<file path="config.mk">
export PLATFORM = sky130hd
export DESIGN_NAME = node_addr_xlate
export DESIGN_NICKNAME = d
export VERILOG_FILES = /design/src/rtl/xlate_pkg.sv /design/src/rtl/xlate_ctrl.sv /design/src/rtl/xlate_dp.sv /design/src/rtl/node_addr_xlate.sv
export SDC_FILE = /design/constraint.sdc
export NUM_CORES = 1
export LEC_CHECK = 0
export ABC_AREA = 1
export BUFFER_PORTS_ARGS = -buffer_cell sky130_fd_sc_hd__buf_2
export CORE_AREA = 2 2 241 148
export DETAILED_ROUTE_END_ITERATION = 8
export DIE_AREA = 0 0 243 150
export PLACE_DENSITY = 0.67
export SYNTH_ARGS = -nofsm -noshare
export SYNTH_HDL_FRONTEND = slang
export SYNTH_SLANG_ARGS = --single-unit
</file>
<file path="constraint.sdc">
create_clock -name clk -period 3.9 [get_ports clk]
set_clock_uncertainty 0.05 [all_clocks]
set_input_delay 0.78 -clock clk [delete_from_list [all_inputs] [get_ports clk]]
set_output_delay 0.78 -clock clk [all_outputs]
set_load 0.05 [all_outputs]
</file>
<file path="src/rtl/xlate_pkg.sv">
package xlate_pkg;

  // Strobes from the control to the datapath.
  typedef struct packed {
    logic capture;  // load the registers with this cycle's result
    logic clear;    // return the registers to zero
  } xlateStrobes_t;

  // Interleave code to shift count; an unlisted code gives 0.
  function automatic logic [1:0] intlvShift(input logic [2:0] code);
    case (code)
      3'd1:    return 2'd1;
      3'd3:    return 2'd2;
      3'd7:    return 2'd3;
      default: return 2'd0;
    endcase
  endfunction

  function automatic logic intlvLegal(input logic [2:0] code);
    return (code == 3'd0) || (code == 3'd1) || (code == 3'd3) || (code == 3'd7);
  endfunction

endpackage

</file>
<file path="src/rtl/xlate_ctrl.sv">
module xlate_ctrl
  import xlate_pkg::*;
(
  input  logic          clk,
  input  logic          rst,
  input  logic          reqValid,
  output xlateStrobes_t strobes,
  output logic          rspValid
);

  always_comb begin
    strobes.clear   = rst;
    strobes.capture = reqValid && !rst;
  end

  always_ff @(posedge clk) begin
    if (rst) rspValid <= 1'b0;
    else     rspValid <= reqValid;
  end

endmodule

</file>
<file path="src/rtl/xlate_dp.sv">
module xlate_dp
  import xlate_pkg::*;
#(
  parameter int SYS_W    = 64,
  parameter int PHYS_W   = 40,
  parameter int IN_W     = 36,
  parameter int PAGE_W   = 12,
  parameter int HOLE_BIT = 32
) (
  input  logic              clk,
  input  xlateStrobes_t     strobes,
  input  logic [SYS_W-1:0]  sysAddr,
  input  logic [PHYS_W-1:0] dramBase,
  input  logic [PHYS_W-1:0] dramLimit,
  input  logic              holeValid,
  input  logic [PHYS_W-1:0] holeOffset,
  input  logic [PHYS_W-1:0] holeSize,
  input  logic [2:0]        intlvCode,
  output logic              nodeHit,
  output logic [PHYS_W-1:0] dramAddr,
  output logic [IN_W-1:0]   inputAddr,
  output logic              badCode
);

  localparam int MAX_SHIFT = 3;
  localparam int EXT_W     = SYS_W - PHYS_W;
  localparam logic [SYS_W-1:0] HOLE_START = {{(SYS_W-1){1'b0}}, 1'b1} << HOLE_BIT;

  logic [PHYS_W-1:0] sysLow;
  logic [SYS_W-1:0]  holeEnd;
  logic [SYS_W-1:0]  holeDiff;
  logic [PHYS_W-1:0] baseDiff;
  logic              inHole;
  logic              hitNext;
  logic [PHYS_W-1:0] dramNext;
  logic [IN_W-1:0]   inputNext;
  logic [1:0]        shiftSel;
  logic [IN_W-1:0]   candidate [MAX_SHIFT+1];

  always_comb begin
    sysLow   = sysAddr[PHYS_W-1:0];
    hitNext  = (sysLow >= dramBase) && (sysLow <= dramLimit);
    holeEnd  = HOLE_START + {{EXT_W{1'b0}}, holeSize};
    inHole   = holeValid && (sysAddr >= HOLE_START) && (sysAddr < holeEnd);
    holeDiff = sysAddr - {{EXT_W{1'b0}}, holeOffset};
    baseDiff = sysLow - dramBase;
    dramNext = inHole ? holeDiff[PHYS_W-1:0] : baseDiff;
    shiftSel = intlvShift(intlvCode);
  end

  // One compacted candidate per possible shift count.
  for (genvar g = 0; g <= MAX_SHIFT; g++) begin : g_shift
    logic [PHYS_W-1:0] shifted;
    assign shifted      = dramNext >> g;
    assign candidate[g] = {shifted[IN_W-1:PAGE_W], dramNext[PAGE_W-1:0]};
  end

  assign inputNext = candidate[shiftSel];

  always_ff @(posedge clk) begin
    if (strobes.clear) begin
      nodeHit   <= 1'b0;
      dramAddr  <= '0;
      inputAddr <= '0;
      badCode   <= 1'b0;
    end else if (strobes.capture) begin
      nodeHit   <= hitNext;
      dramAddr  <= dramNext;
      inputAddr <= inputNext;
      badCode   <= !intlvLegal(intlvCode);
    end
  end

endmodule

</file>
<file path="src/rtl/node_addr_xlate.sv">
module node_addr_xlate
  import xlate_pkg::*;
#(
  parameter int SYS_W    = 64,
  parameter int PHYS_W   = 40,
  parameter int IN_W     = 36,
  parameter int PAGE_W   = 12,
  parameter int HOLE_BIT = 32
) (
  input  logic              clk,
  input  logic              rst,
  input  logic              reqValid,
  input  logic [SYS_W-1:0]  sysAddr,
  input  logic [PHYS_W-1:0] dramBase,
  input  logic [PHYS_W-1:0] dramLimit,
  input  logic              holeValid,
  input  logic [PHYS_W-1:0] holeOffset,
  input  logic [PHYS_W-1:0] holeSize,
  input  logic [2:0]        intlvCode,
  output logic              rspValid,
  output logic              nodeHit,
  output logic [PHYS_W-1:0] dramAddr,
  output logic [IN_W-1:0]   inputAddr,
  output logic              badCode
);

  xlateStrobes_t strobes;

  xlate_ctrl i_ctrl (
    .clk      (clk),
    .rst      (rst),
    .reqValid (reqValid),
    .strobes  (strobes),
    .rspValid (rspValid)
  );

  xlate_dp #(
    .SYS_W    (SYS_W),
    .PHYS_W   (PHYS_W),
    .IN_W     (IN_W),
    .PAGE_W   (PAGE_W),
    .HOLE_BIT (HOLE_BIT)
  ) i_dp (
    .clk        (clk),
    .strobes    (strobes),
    .sysAddr    (sysAddr),
    .dramBase   (dramBase),
    .dramLimit  (dramLimit),
    .holeValid  (holeValid),
    .holeOffset (holeOffset),
    .holeSize   (holeSize),
    .intlvCode  (intlvCode),
    .nodeHit    (nodeHit),
    .dramAddr   (dramAddr),
    .inputAddr  (inputAddr),
    .badCode    (badCode)
  );

endmodule

</file>
Word-level counts from Yosys, hierarchy flattened
Index checks and enable logic that the tools add are counted.
- bits of input ports: 231
- output and inout port bits: 79
- word-level logic and storage cells: 32
- bits in registers: 79
- equal/unequal tests: 3
- bitwise gates (word level): 1
- $lt $le $gt $ge: 5
- reduce and logical (&&, ||, !) cells: 10
- mux-type cells: 5
- add/subtract/negate cells: 3
- operators with widths (operator ; count):
    subtractor 40 bit ; 2
    binary-select mux 36 bit (select 2 bit) ; 1
    two-way mux 36 bit ; 2
    greater-or-equal comparator 64 x 33 -> 1 bit (second input constant) ; 1
    < comparator 64 x 41 -> 1 bit ; 1
    adder 33 x 40 -> 41 bit (first input constant) ; 1
    greater-or-equal comparator 40 bit ; 1
    <= comparator 40 bit ; 1
    two-way mux 40 bit ; 1
    case mux 2 bit (3 select lines) ; 1
    logical AND 1 bit ; 4
    == test 3 x 1 -> 1 bit (second input constant) ; 1
    == test 3 x 2 -> 1 bit (second input constant) ; 1
    == test 3 bit (second input constant) ; 1
    greater-or-equal comparator 3 bit (second input constant) ; 1
    zero test 3 bit ; 1
    logical OR 1 bit ; 3
    inverter 2 -> 3 bit ; 1
    zero test 1 bit ; 2

Depth between registers and ports, before layout
- word-level depth: 7
- mapped depth: 23
- depth with buffers taken out: 22

Cells and area by module
Synthesis repeated with hierarchy kept, for this count alone.
- cells, all modules: 2229
- area total of the unflattened synthesis: 12349.3 um^2
- by module, submodules not included (module ; seq. area each (um^2) ; cells each ; area each (um^2) ; times used):
    xlate_dp ; 1321.3 ; 2224 ; 12310.6 ; 1
    xlate_ctrl ; 20.0 ; 5 ; 38.8 ; 1

Worst setup path before layout
Ideal clock, no wire load.
- path kind: input port to flip-flop
- from: input port holeSize[32]
- to: register i_dp.inputAddr[21]
- data required time: 3.741 ns
- setup time: 0.109 ns
- path buffers: 1
- stages on the path: 20
- arrival time: 2.908 ns
- slack: 0.833 ns
- cell sequence: nand3_1 -> nand3b_1 -> nand3b_1 -> xor2_1 -> ha_1 -> nand2_1 -> nor2_1 -> a211oi_1 -> nand2_1 -> nand2_1 -> inv_1 -> nor2_4 -> nand2_4 -> buf_8 -> nand2_4 -> nand3_1 -> nand3_1 -> nand3_1 -> nand2_1 -> inv_1
- word-level cells in the longest chain between the ends: 7
- RTL lines (element ; line ; source):
    from (decl) ; node_addr_xlate.sv:18 ; input logic [PHYS_W-1:0] holeSize,
    adder 33 x 40 -> 41 bit ; xlate_dp.sv:43 ; holeEnd = HOLE_START + {{EXT_W{1'b0}}, holeSize};
    < comparator 64 x 41 -> 1 bit ; xlate_dp.sv:44 ; inHole = holeValid && (sysAddr >= HOLE_START) && (sysAddr < holeEnd);
    logical AND 1 bit ; xlate_dp.sv:44 ;
    two-way mux 40 bit ; xlate_dp.sv:47 ; dramNext = inHole ? holeDiff[PHYS_W-1:0] : baseDiff;
    binary-select mux 36 bit (select 2 bit) ; xlate_dp.sv:58 ; assign inputNext = candidate[shiftSel];
    two-way mux 36 bit (implied by the code) (2 in a row) ; xlate_dp.sv:58 ;
    to (signal assigned) ; xlate_dp.sv:69 ; inputAddr <= inputNext;
    to (decl) ; xlate_dp.sv:21 ; output logic [IN_W-1:0] inputAddr,
Every way passes these cells. The select of a mux whose other input is x is not followed.
A chain may end at the register's enable or synchronous reset.

Worst setup path in the final report
- from: input port holeSize[32]
- to: register i_dp.inputAddr[25]
The elaborated chain is that of the path after synthesis.

==> summary.txt <==
STA
  • RSZ-0062 raised after global routing: false
  • Slew Limit Fails: 0
  • Setup ws final: 474 ps
  • Slew headroom: 22.3%
  • Shortest period the worst path allows: 3430 ps
  • Final period utilization: 87.8%
  • Hold Vio Cnt, Final: 0
  • Setup violations, final: 0
  • Fmax: 0.292 GHz
  • Slew @ Worst Pin: 1170 ps
  • Setup_tns: 0 ps

Placed design
  • Port buffer count: 309
  • Area after DPL: 0.0142 mm2
  • HPWL Detailed: 43.2 mm
  • GPL Wtd Cong: 0.946
  • Setup WS pre-CTS: 133 ps

Route
  • Routed WL: 48.6 mm
  • DRT Pass-1 Iters: 5
  • Via Count: 14600
  • Post-route DRC: 0
  • Vias/cell: 4.96
  • Post-route ant nets: 0
  • Post-DR wirelength/cell: 16.5 um
  • Initial DRC count: 1223

Floorplan
  • Initial Util: 35.6%
  • Die height: 150 um
  • # IOs: 310
  • Die area: 0.0365 mm2
  • Placeable Area: 0.0344 mm2
  • Die X: 243 um
  • # rows: 53

Finish
  • Final instance area: 0.0145 mm2
  • Final-stage net count: 2860
  • Post-Route Utilization: 42.2%
  • Layout cells sized above 1: 17.3%
  • Antenna diodes: 0
  • Area growth syn-to-layout: 18.6%

Yosys
  • Net count after synthesis: 2571
  • Mapped Avg Cell Area: 5.61 um2
  • Netlist Area Pre-Place: 0.0122 mm2
  • Yosys reg bits: 67
  • Main flop type after synthesis: dfxtp_1
  • Post-synth EDFFs: 0
  • Synth Instances: 2178
  • Yosys warning count: 0
  • Synth cell types: 51
  • Register area share after synthesis: 11.0%
  • Post-synth ARST share: 0%

Worst setup path
  • Crit path largest cell delay: 290 ps
  • Slowest-stage cell, CP: ha_1
  • CP cell instances: buf_2 > ha_1 > nand3_1 > nand3b_1 > xor2_1 > ha_1 > nand2_1 > nor2_1 > a211oi_1 > nand2_1 > nand2_1 > nand3_1 > inv_1 > nand2_1 > buf_12 > nand2_1 > nand3_1 > nand2_1 > nand2_1 > nand3_1 > nand2_1 > inv_1
  • Peak fanout along the critical path: 29
  • Worst Setup End Kind: register
  • R2R setup slack: 3110 ps
  • WP data required: 4130 ps
  • Critical Path Most Common Cell: nand2_1
  • R2R depth: 2
  • Worst Path Arrival: 3660 ps
  • Worst reg2reg endpoint: i_dp.dramAddr[24]
  • Worst r2r src: i_dp.dramAddr[24]
  • CP startpoint kind: primary input
  • Kind of critical path: in2reg

Min path
  • Hold path depth: 2
  • Hold Crit Class: reg2reg
  • Hold endpoint: i_dp.badCode
  • Hold path start: i_dp.badCode

Clock network
  • CTS tree: built
  • Clk root buf: clkbuf_16
  • Clock Sink Count: 67
  • Number of hold buffers added after CTS: 0
  • CTS clk-pin slew, worst paths: 50 ps
  • CTS H-Tree Depth: 3
  • CTS-repair resized insts: 0
  • Post-CTS Setup Repair Bufs: 0
  • Worst-skew pair later-pin latency: 330 ps
  • Max Root-Sink Buffers: 2
  • Num CTS Buffers: 9

Power
  • Peak VDD IR: 0.273 mV
  • Cell Pwr Density: 257 mW/mm2
  • Lkg Pwr: 8.79 nW
  • Total power: 0.00373 W

GRT
  • Largest net degree at the start of global routing: 45
  • First-pass GRT wire length: 74.1 mm
  • Number of global-route vias before repair: 13500
  • Grt ovf: 0
  • All-Layer GR Usage: 26.2%
  • Initial antenna violation count: 1

Run status
  • Outcome: finished, final reports clean

Flow run
  • Max_cap viols: 0
==> how the worst max path moves through the flow <==
stage          cells after the start          from  slack [ps]            endpoint
5_1_grt                           22  holeSize[32]         150  i_dp.inputAddr[27]
3_5_place_dp                      22  holeSize[32]         130  i_dp.inputAddr[25]
6_report                          22  holeSize[32]         470  i_dp.inputAddr[25]
2_1_floorplan                     20  holeSize[32]         830  i_dp.inputAddr[21]
4_1_cts                           22  holeSize[32]         480  i_dp.inputAddr[25]
3_3_place_gp                      22  holeSize[32]         170  i_dp.inputAddr[35]
==> metal layers <==
metal | up-vias | global-route usage (%) | share of wire, %
met4 | 2 | 3.56 | 0.91
met5 | - | 0 | 0.025
li1 | 7414 | - | -
met2 | 506 | 37.8 | 39
met1 | 6610 | 41.1 | 52
met3 | 37 | 3.55 | 8.5
==> layout make-up <==
| type | instances | area (um2) |
|---|---|---|
| Fill cell | 3916 | 19800 |
| Multi-Input combinational cell | 1602 | 8880 |
| Inverter | 464 | 1740 |
| Timing Repair Buffer | 323 | 1660 |
| Sequential cell | 67 | 1340 |
| Tap cell | 467 | 584 |
| Clock buffer | 9 | 225 |
| Clock inverter | 7 | 68.8 |
==> cell usage in the layout, fill, tap and decap left out, types with 13 or more instances in the layout <==
cell type	count
a21oi_1	138
buf_2	309
buf_4	13
dfxtp_1	67
ha_1	160
inv_1	457
nand2_1	648
nand2_2	27
nand3_1	188
nand3_2	16
nand4_1	25
nor2_1	152
nor3_1	19
o211ai_1	18
o21ai_0	72
xnor2_1	13
xor2_1	39
==> through the flow <==
step	hold WS, ps	std cells
6_report	415	2939
5_1_grt	441	2939
4_1_cts	419	2939
3_5_place_dp	411	2923
3_3_place_gp	401	2923
2_1_floorplan	635	2178
==> where the power goes <==
group          switching (W)  total [W]  internal (W)
registers          0.0000379   0.000783      0.000745
logic                0.00149    0.00215      0.000659
clock network       0.000304   0.000796      0.000491
total                0.00183    0.00373       0.00190
==> registers in the layout, summed over array words and instances, names as in the netlist <==
register	cells
i_ctrl.rspValid	1
i_dp.badCode	1
i_dp.dramAddr	28
i_dp.inputAddr	36
i_dp.nodeHit	1
==> synthesized netlist by cell type (5+ instances only) <==
master / count / area share (%)
dfxtp_1: 67 / 11
o21ai_0: 72 / 2.9
nand2_1: 648 / 20
buf_2: 14 / 0.57
xor2_1: 39 / 2.8
a31oi_1: 7 / 0.36
nand3b_1: 8 / 0.49
nand3_2: 16 / 1.3
nor2_1: 152 / 4.7
clkbuf_1: 13 / 0.40
o211ai_1: 18 / 1.1
nand3_1: 188 / 7.7
ha_1: 160 / 16
nor3_1: 19 / 0.78
buf_4: 16 / 0.98
a21oi_1: 138 / 5.6
nand2_4: 6 / 0.55
xnor2_1: 13 / 0.93
nand4_1: 25 / 1.3
nor3_2: 5 / 0.41
inv_2: 7 / 0.21
o21bai_1: 6 / 0.37
nand2_2: 27 / 1.4
nor2_2: 12 / 0.61
inv_1: 457 / 14
==> cell families (layout without fill, tap and decap cells) <==
kind of cell / Yosys count / after routing / share of synthesized area (%)
simple gates: 1124 / 1124 / 40.2
xor+xnor: 52 / 52 / 3.72
fa+ha+maj: 162 / 162 / 16.7
compound gates: 264 / 264 / 12.0
flops: 67 / 67 / 11.0
buf+inv: 509 / 803 / 16.4
==> critical path: cells and delay by family <==
family | cells | cell delay, ps
AND/OR/NAND/NOR | 14 | 1460
buffers and inverters | 4 | 600
adder cells (fa/ha/maj) | 2 | 470
XOR/XNOR | 1 | 170
AO/OA/AOI/OAI | 1 | 170
Power figures use the tool's default switching activity.
